==> config.mk <==
export PLATFORM = sky130hd
export DESIGN_NAME = chg_intr_ctrl
export DESIGN_NICKNAME = d
export VERILOG_FILES = /design/src/rtl/chg_intr_pkg.sv /design/src/rtl/chg_intr_sync.sv /design/src/rtl/chg_intr_port.sv /design/src/rtl/chg_intr_merge.sv /design/src/rtl/chg_intr_ctrl.sv
export SDC_FILE = /design/constraint.sdc
export NUM_CORES = 1
export LEC_CHECK = 0
export BUFFER_PORTS_ARGS = -buffer_cell sky130_fd_sc_hd__buf_4
export CAP_MARGIN = 20
export CELL_PAD_IN_SITES_DETAIL_PLACEMENT = 0
export CELL_PAD_IN_SITES_GLOBAL_PLACEMENT = 2
export CORE_MARGIN = 3
export CORE_UTILIZATION = 31
export DETAILED_ROUTE_END_ITERATION = 8
export PLACE_DENSITY_LB_ADDON = 0.1
export SYNTH_ARGS = -nofsm -noshare
export SYNTH_HDL_FRONTEND = slang
export SYNTH_SLANG_ARGS = --single-unit
export TNS_END_PERCENT = 1
==> constraint.sdc <==
create_clock -name clk -period 1.5 [get_ports clk]
set_clock_uncertainty 0.1 [all_clocks]
set_input_delay 0.225 -clock clk [delete_from_list [all_inputs] [get_ports clk]]
set_output_delay 0.225 -clock clk [all_outputs]
set_load 0.02 [all_outputs]
==> src/rtl/chg_intr_pkg.sv <==
// Package: shared constants of the port change-detect interrupt block.
// Assumes: included first in compile order.
package chg_intr_pkg;
    // Direction encoding of one configuration bit.
    typedef enum logic {
        PIN_OUT = 1'b0,
        PIN_IN  = 1'b1
    } pin_dir_e;

    // Fewest synchronizer stages accepted; smaller requests are raised to this.
    localparam int unsigned SYNC_MIN_STAGES = 2;
endpackage

==> src/rtl/chg_intr_sync.sv <==
// Module: multi-stage level synchronizer for a bus of independent pin levels.
// Assumes: each bit is an unrelated slow level, so per-bit resolution is acceptable.
// The data flops carry no reset; the chain is flushed while the top holds reset.
module chg_intr_sync #(
    parameter int unsigned W      = 16,
    parameter int unsigned STAGES = 2
) (
    input  logic         clk,
    input  logic [W-1:0] d_async,
    output logic [W-1:0] q_sync
);
    import chg_intr_pkg::*;

    localparam int unsigned DEPTH = (STAGES < SYNC_MIN_STAGES) ? SYNC_MIN_STAGES : STAGES;

    logic [W-1:0] stage_q [DEPTH];

    // First stage: sample the asynchronous levels.
    always_ff @(posedge clk) begin
        stage_q[0] <= d_async;
    end

    genvar s;
    generate
        for (s = 1; s < DEPTH; s++) begin : g_stage
            // Later stages: shift the sampled levels along the chain.
            always_ff @(posedge clk) begin
                stage_q[s] <= stage_q[s-1];
            end
        end
    endgenerate

    assign q_sync = stage_q[DEPTH-1];
endmodule

==> src/rtl/chg_intr_port.sv <==
// Module: reference register and change comparison for one port.
// Assumes: pins_s is already synchronized; rd_ack is a one-cycle strobe at the
// acknowledge edge of a read of this port. The reference follows the pins during reset.
module chg_intr_port #(
    parameter int unsigned W = 8
) (
    input  logic         clk,
    input  logic         rst_n,
    input  logic [W-1:0] pins_s,
    input  logic [W-1:0] dir,
    input  logic         rd_ack,
    output logic [W-1:0] ref_q,
    output logic         hit
);
    logic [W-1:0] diff;

    // Reference: track pins during reset, reload at a read acknowledge, else hold.
    always_ff @(posedge clk) begin
        if (!rst_n || rd_ack) begin
            ref_q <= pins_s;
        end
    end

    // Mismatch on input-mode pins only (direction bit 1 = input).
    always_comb begin
        diff = (pins_s ^ ref_q) & dir;
        hit  = |diff;
    end

    // an acknowledge captures the pin levels seen in that cycle.
    assert_reload_R5: assert property (@(posedge clk) disable iff (!rst_n)
        rd_ack |=> (ref_q == $past(pins_s)));

    // with no acknowledge the reference is left untouched.
    assert_hold_R7: assert property (@(posedge clk) disable iff (!rst_n)
        !rd_ack |=> $stable(ref_q));
endmodule

==> src/rtl/chg_intr_merge.sv <==
// Module: combines per-port mismatch flags into the registered pull-low enable.
// Assumes: port_hit reflects the reference before any reload happening this edge;
// a port being acknowledged this edge is excluded so it clears in the same edge.
module chg_intr_merge #(
    parameter int unsigned NP = 2
) (
    input  logic          clk,
    input  logic          rst_n,
    input  logic [NP-1:0] port_hit,
    input  logic [NP-1:0] rd_ack,
    output logic          irq_q
);
    logic irq_next;

    // Next state: any port still differing and not being acknowledged now.
    always_comb begin
        irq_next = |(port_hit & ~rd_ack);
    end

    // Output register: released (0) in reset.
    always_ff @(posedge clk) begin
        if (!rst_n) begin
            irq_q <= 1'b0;
        end else begin
            irq_q <= irq_next;
        end
    end

    // an unacknowledged mismatch drives the line low one edge later.
    assert_raise_R2: assert property (@(posedge clk) disable iff (!rst_n)
        (|(port_hit & ~rd_ack)) |=> irq_q);

    // with no mismatch on any port the line is released one edge later.
    assert_release_R4: assert property (@(posedge clk) disable iff (!rst_n)
        (port_hit == '0) |=> !irq_q);
endmodule

==> src/rtl/chg_intr_ctrl.sv <==
// Module: top of the port change-detect interrupt controller.
// Synchronizes pin levels, compares each port against its reference and
// drives an open-drain pull-low enable. Assumes reset is held for at least
// SYNC_STAGES+1 cycles with stable pins so the references start equal.
module chg_intr_ctrl #(
    parameter int unsigned NUM_PORTS   = 2,
    parameter int unsigned PORT_W      = 8,
    parameter int unsigned SYNC_STAGES = 2
) (
    input  logic                          clk,
    input  logic                          rst_n,
    input  logic [NUM_PORTS*PORT_W-1:0]   pins_async,
    input  logic [NUM_PORTS*PORT_W-1:0]   dir_in,
    input  logic [NUM_PORTS-1:0]          rd_ack,
    output logic [NUM_PORTS*PORT_W-1:0]   ref_val,
    output logic                          irq_pull_low
);
    localparam int unsigned PIN_W = NUM_PORTS * PORT_W;

    logic [PIN_W-1:0]     pins_s;
    logic [NUM_PORTS-1:0] port_hit;

    chg_intr_sync #(
        .W      (PIN_W),
        .STAGES (SYNC_STAGES)
    ) u_sync (
        .clk     (clk),
        .d_async (pins_async),
        .q_sync  (pins_s)
    );

    genvar p;
    generate
        for (p = 0; p < NUM_PORTS; p++) begin : g_port
            chg_intr_port #(
                .W (PORT_W)
            ) u_port (
                .clk    (clk),
                .rst_n  (rst_n),
                .pins_s (pins_s[p*PORT_W +: PORT_W]),
                .dir    (dir_in[p*PORT_W +: PORT_W]),
                .rd_ack (rd_ack[p]),
                .ref_q  (ref_val[p*PORT_W +: PORT_W]),
                .hit    (port_hit[p])
            );
        end
    endgenerate

    chg_intr_merge #(
        .NP (NUM_PORTS)
    ) u_merge (
        .clk      (clk),
        .rst_n    (rst_n),
        .port_hit (port_hit),
        .rd_ack   (rd_ack),
        .irq_q    (irq_pull_low)
    );

    // acknowledging every port at once always releases the line.
    assert_all_ack_R5: assert property (@(posedge clk) disable iff (!rst_n)
        (&rd_ack) |=> !irq_pull_low);
endmodule

After elaboration in Yosys (flattened, before gate mapping)
Memory sizes are Yosys's and may differ from the RTL's.
Index checks and enable logic that the tools add are counted.
Storage, ports and cells
  register bits after elaboration: 17
  RAM bits: 32
  input bits: 36
  output and inout bits: 17
  logic and storage cells: 16
  memories: 1
Memories
  u_sync.stage_q: words 2, width 16, rd ports 2, clocked after Yosys merged registers in 0, wr ports 2, line chg_intr_sync.sv:16  | logic [W-1:0] stage_q [DEPTH];
Cells by class
  bitwise logic cells: 6
  reductions and logical operators: 6
Operators by type and width (count)
  AND 8 bit: 2
  OR reduction 8 bit: 2
  bitwise XOR 8 bit: 2
  AND 2 bit: 1
  logical OR 1 bit: 2
  NOT 2 bit: 1
  OR reduction 2 bit: 1
  logical NOT 1 bit: 1

Logic depth before layout (Yosys ltp)
Gate-level depths: netlist of run 1.
  depth after elaboration: 5
  mapped depth: 4
  gate-level depth less buffers: 4

Cells and area by module
A second synthesis of run 1 with hierarchy kept.
Second synthesis, totals
  cell total of the unflattened synthesis: 96
  area, all modules: 1510.2 sq um
Modules (own cells, without submodules)
  chg_intr_sync: instances 1, cells an instance 48, area each 760.7 sq um, sequential area each 640.6 sq um
  chg_intr_port: instances 2, cells an instance 22, area each 352.8 sq um, sequential area each 240.2 sq um
  chg_intr_merge: instances 1, cells an instance 4, area each 43.8 sq um, sequential area each 20.0 sq um

Worst setup path before layout of run 1
OpenSTA, ideal clock, no wires.
  path type: register to register
  start point: reg g_port[1].u_port.ref_q[7]
  end point: reg u_merge.irq_q
  setup time: 0.136 ns
  data arrival time: 1.114 ns
  required time: 1.264 ns
  path slack: 0.150 ns
  cell stages (with the launch flop): 5
  path buffers: 0
  clock period less this slack: 1.350 ns
  cell sequence: edfxtp_1 xor2_1 a22oi_1 and4_1 o22ai_2
Between the ends
  cells in the longest elaborated chain, start to end: 5
Ends and longest elaborated chain
  start, declared: line chg_intr_port.sv:12  | output logic [W-1:0] ref_q,
  start signal, assigned: line chg_intr_port.sv:20  | ref_q <= pins_s;
  bitwise XOR 8 bit: line chg_intr_port.sv:26  | diff = (pins_s ^ ref_q) & dir;
  AND 8 bit: line chg_intr_port.sv:26
  OR reduction 8 bit: line chg_intr_port.sv:27  | hit = |diff;
  AND 2 bit: line chg_intr_merge.sv:17  | irq_next = |(port_hit & ~rd_ack);
  OR reduction 2 bit: line chg_intr_merge.sv:17
  end signal, assigned: line chg_intr_merge.sv:25  | irq_q <= irq_next;
  end, declared: line chg_intr_merge.sv:11  | output logic irq_q
No other way between the ends.
A chain may end at the register's enable or synchronous reset.

Final worst setup path of run 1
  start point: reg g_port[0].u_port.ref_q[1]
  end point: reg u_merge.irq_q
Between the ends
  cells in the longest elaborated chain, start to end: 5
Ends and longest elaborated chain (line)
  start, declared: chg_intr_port.sv:12
  start signal, assigned: chg_intr_port.sv:20
  bitwise XOR 8 bit: chg_intr_port.sv:26
  AND 8 bit: chg_intr_port.sv:26
  OR reduction 8 bit: chg_intr_port.sv:27
  AND 2 bit: chg_intr_merge.sv:17
  OR reduction 2 bit: chg_intr_merge.sv:17
No other way between the ends.

==> results by group, run 1 <==
Status
  • Status: finished clean

Timing
  • Final setup violation count: 0
  • Fmax: about 730 MHz
  • Tmin final: about 1.4 ns
  • Setup repair after global routing missed its margin: no
  • Setup ws final: 0.126 ns
  • Hold WS: 0.230 ns
  • Endpoints failing hold: 0
  • TNS Setup: 0 ns
  • Max_slew headroom: roughly two thirds
  • Slew Limit Fails: 0
  • Worst slew pin tran: approximately 0.48 ns
  • Final period util: between 90% and 100%

Routing
  • Vias: approximately 840
  • Initial DRC Count: 27
  • DRC Markers: 0
  • Routed wire length: approximately 2400 um
  • Routed len/inst: around 12 um
  • Vias per cell: just over 4
  • ANT nets after route: 0
  • TritonRoute pass-1 iters: 4

CTS
  • Post-CTS Setup Inserts: 0
  • CTS tree: yes
  • TritonCTS Buffers: 5
  • Maximum buffer depth of the clock tree: 2
  • CTS Hold Buffers Added: 16
  • Clk sinks: 49
  • Clock-pin slew on the worst setup and hold paths: around 0.080 ns
  • H-tree lvl count: 2
  • # resized after CTS: 0
  • Clock Latency Late Sink: between 0.2 and 0.3 ns
  • CTS root buffer: clkbuf_8

Global routing
  • Total gr overflow: 0
  • Initial antenna violation count: 0
  • First-pass GRT wire length: 3980 um
  • Vias in the first global route: 857
  • Tot GR Track Use: roughly a tenth
  • Largest net degree at the start of global routing: 14

Placement
  • Post-DP Area: between 1500 and 2000 um2
  • Buffers on Ports: 52
  • Pre-CTS setup slack: 0.148 ns
  • GPL Wtd Cong: 0.715

Floorplan
  • Initial core utilization: approximately 33%
  • Die Y: approximately 73 um
  • # rows: 23
  • IO Count: 53
  • Die extent in x: between 70 and 80 um
  • Core area: 4140 um2
  • Die area: between 5000 and 6000 um2

Setup path
  • Critical path launch point type: flop
  • Crit-path cells: xor2_1 > a22oi_1 > and4_1 > o22ai_2
  • CP peak stage delay: between 0.4 and 0.5 ns
  • CP max-delay cell: edfxtp_1
  • CP arrival: roughly 1.4 ns
  • R2R cell count: 4
  • Crit Path Max Fanout: 2
  • Worst reg2reg path endpoint: u_merge.irq_q
  • WS Path Type: reg2reg
  • Reg2reg setup slack: around 0.13 ns
  • Data required, critical path: 1.56 ns
  • Worst setup EP type: flop
  • CP startpoint: g_port[0].u_port.ref_q[1]
  • R2r startpoint: g_port[0].u_port.ref_q[1]

Logic synthesis
  • #FFs+latches synth: 49
  • Netlist cell types: 7
  • Mapped Area: between 1000 and 1500 um2
  • Mapped Cells: 78
  • Syn_nets: ~110
  • Yosys warns: 0
  • Post-synthesis sequential area ratio: between 80% and 90%
  • Syn Area/Cell: ~18 um2

Cells and area
  • Final instance area: around 2100 um2
  • Final core occ: between 50% and 60%
  • # diodes: 0
  • Nets: approximately 190
  • Post-synthesis to final-layout area growth: 50.5%
  • Most frequent cells in the layout: buf_4, dfxtp_1, xor2_1, edfxtp_1, dlygate4sd3_1
  • Share of cells above drive strength 1: 38.6%
  • Commonest non-fill, non-tap cell in the layout: buf_4

Min path
  • HP Class: reg2reg
  • Min-delay src: u_sync.stage_q[0][7]
  • Hold path endpoint: u_sync.stage_q[0][23]
  • Hold Path Depth: 0

Power
  • Lkg Pwr: 0.907 nW
  • Pwr dens: 1210 nW/um2
  • Maximum vdd ir drop: between 0.5 and 0.6 mV

Job
  • Max Cap Viol: 0
cells in the mapped netlist:
library cell / number / area (um2)
dfxtp_1: 33 / 661
edfxtp_1: 16 / 480
xor2_1: 16 / 140
a22oi_1: 8 / 60.1
and4_1: 2 / 17.5
nand2b_1: 2 / 12.5
o22ai_2: 1 / 12.5
worst max-delay path: cells and delay by family (launching register included):
kind / cells / cell delay (ns)
AOI/OAI and AO/OA: 2 / 0.29
xor gates and xnor gates: 1 / 0.18
DFF: 1 / 0.42
and+or+nand+nor: 1 / 0.26
metal layers:
layer | vias to the layer above | routed length (um) | track usage, %
met4 | 0 | 51 | 4.92
met1 | 376 | 1010 | 12.1
met2 | 36 | 1110 | 15.6
met3 | 6 | 230 | 5.10
met5 | - | 0 | 0
li1 | 423 | - | -
kinds of logic after synthesis:
group                     count (synthesis)  share of synthesized area [%]
and+or+nand+nor                           4                           2.17
AOI/OAI and AO/OA                         9                           5.24
xor gates and xnor gates                 16                           10.1
DFF                                      49                           82.5
worst max path at each step:
stage / end / slack (ns) / cells after the start
CTS: u_merge.irq_q / 0.13 / 4
global route: u_merge.irq_q / 0.04 / 4
global placement: u_merge.irq_q / 0.13 / 4
finish: u_merge.irq_q / 0.13 / 4
detailed placement: u_merge.irq_q / 0.15 / 4
floorplan: u_merge.irq_q / 0.15 / 4
where the power goes:
part           leakage, nW  switching (mW)  internal, mW
logic                0.421           0.116         0.169
clock network       0.0443           0.367         0.365
registers            0.441          0.0429          1.46
total                0.907           0.526          1.99
through the flow:
step | power [mW] | instances
after floorplan | 1.64 | 78
after global placement | 1.78 | 180
after detailed placement | 1.79 | 180
after CTS | 2.56 | 203
after global routing | 2.66 | 203
final | 2.52 | 203
cell type report:
cell class                      instances  area [um2]
Sequential cell                        49        1140
Fill cell                             371        2060
Tap cell                               50        62.6
Multi-Input combinational cell         29         243
Timing Repair Buffer                   68         551
Clock buffer                            7        86.3
state kept, by name (all words and copies together), names as in the netlist:
signal / count
g_port.u_port.ref_q: 16
u_merge.irq_q: 1
u_sync.stage_q: 32
(Power assumes the default switching activity.)
==> run 2: changes to the inputs <==
- CORE_ASPECT_RATIO: default -> 1.25
- CORE_MARGIN: 3 -> 2
- TNS_END_PERCENT: 1 -> default
==> results by group, run 2 (synthesis results as in run 1) <==
Setup path
  • Crit Path Max Fanout: 2 (unchanged)
  • Buf+Inv Stages, Crit Path: 0 (unchanged)
  • R2R cell count: 4 (unchanged)
  • Crit-path cells: xor2_1 > a22oi_1 > and4_1 > o22ai_2
  • CP peak stage delay: 0.41 ns (about the same)
  • CP arrival: 1.39 ns (-0.04 ns)
  • Cell depth of the worst setup path: 4 (unchanged)
  • CP max-delay cell: edfxtp_1
  • WS Path Type: reg2reg
  • Critical path launch point type: flop
  • Data required, critical path: 1.56 ns (about the same)
  • Reg2reg setup slack: 0.17 ns (+0.05 ns)
  • Cell family with most CP delay: flip-flops
  • Worst setup EP type: flop

Timing
  • Worst slew pin tran: 0.459 ns (-0.0216 ns)
  • Setup repair after global routing missed its margin: no
  • Hold WS: 0.229 ns (-0.000893 ns)
  • Slew Limit Fails: 0 (unchanged)
  • TNS Setup: 0 ns (unchanged)
  • Final setup violation count: 0 (unchanged)
  • Final period util: 88.6% (-3.0 points)
  • Fmax: 753 MHz (+3.4%)
  • Endpoints failing hold: 0 (unchanged)
  • Tmin final: 1.33 ns (-0.0457 ns)
  • Max_slew headroom: 69.4% (+1.4 points)

Cells and area
  • Max reg flops: 32 (unchanged)
  • Post-synthesis to final-layout area growth: 52.7%
  • Register Area: 1140 um2 (unchanged)
  • Share of cells above drive strength 1: 38.3% (-0.25 points)
  • Filler cell count: 393 (+5.9%)
  • Commonest non-fill, non-tap cell in the layout: buf_4
  • Final instance area: 2110 um2 (+1.4%)
  • Most frequent cells in the layout: buf_4, dfxtp_1, xor2_1, edfxtp_1, dlygate4sd3_1
  • Nets: 189 (unchanged)
  • # diodes: 0 (unchanged)
  • Multi-input logic area: 243 um2 (unchanged)
  • Top flop regs: u_sync.stage_q x32, g_port.u_port.ref_q x16, u_merge.irq_q x1
  • Most flops, register: u_sync.stage_q

Power
  • Reg power frac: 56.6% (-3.0 points)
  • Maximum vdd ir drop: 0.642 mV (+17%)
  • Clock power share: 32.8% (+3.7 points)
  • Total internal power: 2.12 mW (+6.3%)
  • Comb pwr share: 10.6% (-0.7 points)
  • Switching pwr: 0.533 mW (+1.3%)
  • Pwr dens: 1250 nW/um2 (+3.8%)
  • Sw Share: 20.1% (-0.79 points)
  • Lkg Pwr: 0.915 nW (+0.94%)

Routing
  • Routed wire length: 2260 um (-6.0%)
  • ANT nets after route: 0 (unchanged)
  • Routed len/inst: 10.7 um (-10%)
  • Initial DRC Count: 14 (-48%)
  • Vias per cell: 3.91 (-5.7%)
  • DRC Markers: 0 (unchanged)
  • Vias: 828 (-1.5%)
  • TritonRoute pass-1 iters: 4 (unchanged)

Floorplan
  • Die Y: 78.7 um (+8.1%)
  • Core area: 4360 um2 (+5.2%)
  • Die extent in x: 63.8 um (-12%)
  • IO Count: 53 (unchanged)
  • Die area: 5020 um2 (-5.3%)
  • Initial core utilization: 31.8% (-1.6 points)
  • # rows: 27 (+17%)

CTS
  • Post-CTS Setup Inserts: 0 (unchanged)
  • Clk sinks: 49 (unchanged)
  • Maximum buffer depth of the clock tree: 2 (unchanged)
  • TritonCTS Buffers: 5 (unchanged)
  • # resized after CTS: 0 (unchanged)
  • H-tree lvl count: 2 (unchanged)
  • CTS root buffer: clkbuf_8
  • Clock-pin slew on the worst setup and hold paths: 0.08 ns (about the same)
  • CTS tree: yes
  • Clock Latency Late Sink: 0.29 ns (about the same)

Min path
  • HP Class: reg2reg
  • Hold Path Depth: 0 (unchanged)

Placement
  • Buffers on Ports: 52 (unchanged)
  • GPL Wtd Cong: 0.647 (-9.5%)
  • Post-DP Area: 1850 um2 (+0.54%)

Job
  • Max Cap Viol: 0 (unchanged)

Global routing
  • Largest net degree at the start of global routing: 15 (+1)
  • Tot GR Track Use: 10.2% (-0.059 points)
  • First-pass GRT wire length: 3730 um (-6.4%)
  • Initial antenna violation count: 0 (unchanged)
  • Total gr overflow: 0 (unchanged)
  • Vias in the first global route: 814 (-5.0%)

Status
  • Status: finished clean
## run 2: cell count changes in the layout (fill, tap and decap cells not counted)
cell	change
bufinv_16	+1
clkbuf_8	-1
clkinv_1	+1
## run 2: per-layer routing
| metal | track usage, % | vias to the layer above | part of all wire, % |
|---|---|---|---|
| met5 | 0 | - | 0 |
| met2 | 15.8 | 40 | 49 |
| met4 | 5.22 | 0 | 2.1 |
| met3 | 6.09 | 5 | 10 |
| li1 | - | 427 | - |
| met1 | 11.0 | 356 | 39 |
## run 2: final timing paths
path                        startpoint               endpoint
min reg2reg       u_sync.stage_q[0][6]  u_sync.stage_q[0][22]
max          g_port[1].u_port.ref_q[6]          u_merge.irq_q
min               u_sync.stage_q[0][6]  u_sync.stage_q[0][22]
max reg2reg  g_port[1].u_port.ref_q[6]          u_merge.irq_q
## run 2: what timing repair did
action	in CTS	in global routing
hold endpoints to repair	16	0
endpoints found under the setup margin	0	0
hold buffers	16	0
## run 2: power by group through the flow
stage / clock network (mW) / logic, mW / registers [mW]
6_report: 0.868 / 0.281 / 1.50
5_1_grt: 0.981 / 0.303 / 1.51
4_1_cts: 0.912 / 0.287 / 1.50
3_5_place_dp: 0 / 0.253 / 1.53
3_3_place_gp: 0 / 0.253 / 1.53
2_1_floorplan: 0 / 0.0650 / 1.57
## run 2: per-stage QoR
step,power (mW),setup slack [ns],cells,utilization (%)
6_report,2.65,0.171,212,48.5
3_5_place_dp,1.79,0.136,188,42.4
4_1_cts,2.70,0.119,212,48.5
2_1_floorplan,1.64,0.150,78,-
5_1_grt,2.80,0.0951,212,48.5
3_3_place_gp,1.78,0.142,188,42.4
## run 2: final cells by class
type / count / share of cell area (%)
Sequential cell: 49 / 54.0
Timing Repair Buffer: 68 / 26.1
Multi-Input combinational cell: 29 / 11.5
Clock buffer: 6 / 3.43
Tap cell: 58 / 3.43
Clock inverter: 2 / 1.60
==> run 3: changes to the inputs <==
- CTS_BUF_LIST: default -> sky130_fd_sc_hd__clkbuf_8 sky130_fd_sc_hd__clkbuf_16
==> results by group, run 3 (synthesis results as in run 1) <==
Status
  • Status: finished clean

Setup path
  • CP startpoint: g_port[1].u_port.ref_q[6]
  • R2R cell count: 4 (unchanged)
  • Crit-path cells: xor2_1 > a22oi_1 > and4_1 > o22ai_2
  • Worst reg2reg path endpoint: u_merge.irq_q
  • CP max-delay cell: edfxtp_1
  • R2r startpoint: g_port[1].u_port.ref_q[6]
  • Crit Path Max Fanout: 2 (unchanged)
  • WS Path Type: reg2reg
  • Critical path launch point type: flop
  • CP peak stage delay: 0.41 ns (about the same)
  • Data required, critical path: 1.56 ns (about the same)
  • CP arrival: 1.39 ns (about the same)
  • CP Capture Point: u_merge.irq_q
  • Worst setup EP type: flop
  • Reg2reg setup slack: 0.17 ns (about the same)

Floorplan
  • Die extent in x: 63.8 um (unchanged)
  • # rows: 27 (unchanged)
  • Core area: 4360 um2 (unchanged)
  • Initial core utilization: 31.8% (unchanged)
  • Die area: 5020 um2 (unchanged)
  • Die Y: 78.7 um (unchanged)
  • IO Count: 53 (unchanged)

Routing
  • DRC Markers: 0 (unchanged)
  • TritonRoute pass-1 iters: 4 (unchanged)
  • ANT nets after route: 0 (unchanged)
  • Routed len/inst: 10.7 um (about the same)
  • Routed wire length: 2260 um (about the same)
  • Vias per cell: 3.91 (unchanged)
  • Initial DRC Count: 14 (unchanged)
  • Vias: 828 (unchanged)

Cells and area
  • Filler cell count: 393 (unchanged)
  • Most frequent cells in the layout: buf_4, dfxtp_1, xor2_1, edfxtp_1, dlygate4sd3_1
  • Max reg flops: 32 (unchanged)
  • Most flops, register: u_sync.stage_q
  • Commonest non-fill, non-tap cell in the layout: buf_4
  • Nets: 189 (unchanged)
  • Post-synthesis to final-layout area growth: 52.7% (unchanged)
  • Share of cells above drive strength 1: 38.3% (unchanged)
  • Final core occ: 48.5% (unchanged)
  • # diodes: 0 (unchanged)
  • Top flop regs: u_sync.stage_q x32, g_port.u_port.ref_q x16, u_merge.irq_q x1
  • Final instance area: 2110 um2 (unchanged)
  • Non-Filler Instances: 212 (unchanged)

Global routing
  • Largest net degree at the start of global routing: 15 (unchanged)
  • First-pass GRT wire length: 3730 um (unchanged)
  • Tot GR Track Use: 10.2% (unchanged)
  • Vias in the first global route: 814 (unchanged)
  • Total gr overflow: 0 (unchanged)
  • Initial antenna violation count: 0 (unchanged)

Timing
  • Worst slew pin tran: 0.459 ns (unchanged)
  • Setup repair after global routing missed its margin: no
  • TNS Setup: 0 ns (unchanged)
  • Setup ws final: 0.171 ns (-0.000489 ns)
  • Slew Limit Fails: 0 (unchanged)
  • Hold WS: 0.229 ns (unchanged)
  • Endpoints failing hold: 0 (unchanged)
  • Max_slew headroom: 69.4% (unchanged)
  • Fmax: 752 MHz (about the same)
  • Tmin final: 1.33 ns (+0.000489 ns)
  • Final setup violation count: 0 (unchanged)
  • Final period util: 88.6% (about the same)

Power
  • Lkg Pwr: 0.919 nW (+0.45%)
  • Power Total: 2.64 mW (-0.23%)
  • Total internal power: 2.11 mW (-0.32%)
  • Pwr dens: 1250 nW/um2 (-0.23%)
  • Reg power frac: 56.8% (+0.2 points)
  • Sw Share: 20.2% (+0.070 points)
  • Maximum vdd ir drop: 0.637 mV (-0.70%)
  • Switching pwr: 0.533 mW (+0.11%)
  • Clock power share: 32.6% (-0.2 points)
  • Comb pwr share: 10.6% (about the same)

CTS
  • CTS root buffer: clkbuf_8
  • Maximum buffer depth of the clock tree: 2 (unchanged)
  • Clock-pin slew on the worst setup and hold paths: 0.08 ns (about the same)
  • Clk sinks: 49 (unchanged)
  • H-tree lvl count: 2 (unchanged)
  • TritonCTS Buffers: 5 (unchanged)
  • # resized after CTS: 0 (unchanged)
  • CTS tree: yes
  • Clock Latency Late Sink: 0.29 ns (about the same)

Placement
  • Post-DP Area: 1850 um2 (unchanged)
  • Pre-CTS setup slack: 0.136 ns (unchanged)
  • Placed insts: 188 (unchanged)
  • GPL Wtd Cong: 0.647 (unchanged)
  • Buffers on Ports: 52 (unchanged)

Job
  • Max Cap Viol: 0 (unchanged)

Min path
  • Hold Path Depth: 0 (unchanged)
  • HP Class: reg2reg
-- run 3: metal layers --
| metal | up-vias | track usage (%) | routed length (um) |
|---|---|---|---|
| met2 | 40 | 15.8 | 1100 |
| li1 | 427 | - | - |
| met4 | 0 | 5.22 | 47 |
| met1 | 356 | 11.0 | 878 |
| met5 | - | 0 | 0 |
| met3 | 5 | 6.09 | 237 |
-- run 3: worst min path at each step --
stage / slack (ns) / from / endpoint
2_1_floorplan: 0.15 / pins_async[0] / u_sync.stage_q[0][0]
4_1_cts: 0.23 / u_sync.stage_q[0][3] / u_sync.stage_q[0][19]
3_3_place_gp: 0.21 / u_sync.stage_q[0][3] / u_sync.stage_q[0][19]
6_report: 0.23 / u_sync.stage_q[0][6] / u_sync.stage_q[0][22]
3_5_place_dp: 0.21 / u_sync.stage_q[0][1] / u_sync.stage_q[0][17]
5_1_grt: 0.24 / u_sync.stage_q[0][14] / u_sync.stage_q[0][30]
-- run 3: power by group through the flow --
stage | Combinational (mW) | Clock, mW | Sequential, mW
finish | 0.281 | 0.862 | 1.50
global route | 0.303 | 0.975 | 1.51
CTS | 0.287 | 0.906 | 1.50
detailed placement | 0.253 | 0 | 1.53
global placement | 0.253 | 0 | 1.53
floorplan | 0.0650 | 0 | 1.57
-- run 3: layout make-up --
type / count / area (um2) / area share [%]
clock inverters: 3 / 37.5 / 1.78
well taps: 58 / 72.6 / 3.43
flip-flops and latches: 49 / 1140 / 54.0
multi-input cells: 29 / 243 / 11.5
repair buffers: 68 / 551 / 26.1
clock buffers: 5 / 68.8 / 3.26
-- run 3: what timing repair did --
action	CTS	global route
hold buffers	16	0
endpoints found under the hold margin	16	0
setup buffers	0	0
-- run 3: worst max-delay path, delay by kind of cell (launching register included) --
family / cells / cell delay [ns]
compound gates: 2 / 0.28
flops: 1 / 0.41
simple gates: 1 / 0.24
xor+xnor: 1 / 0.17
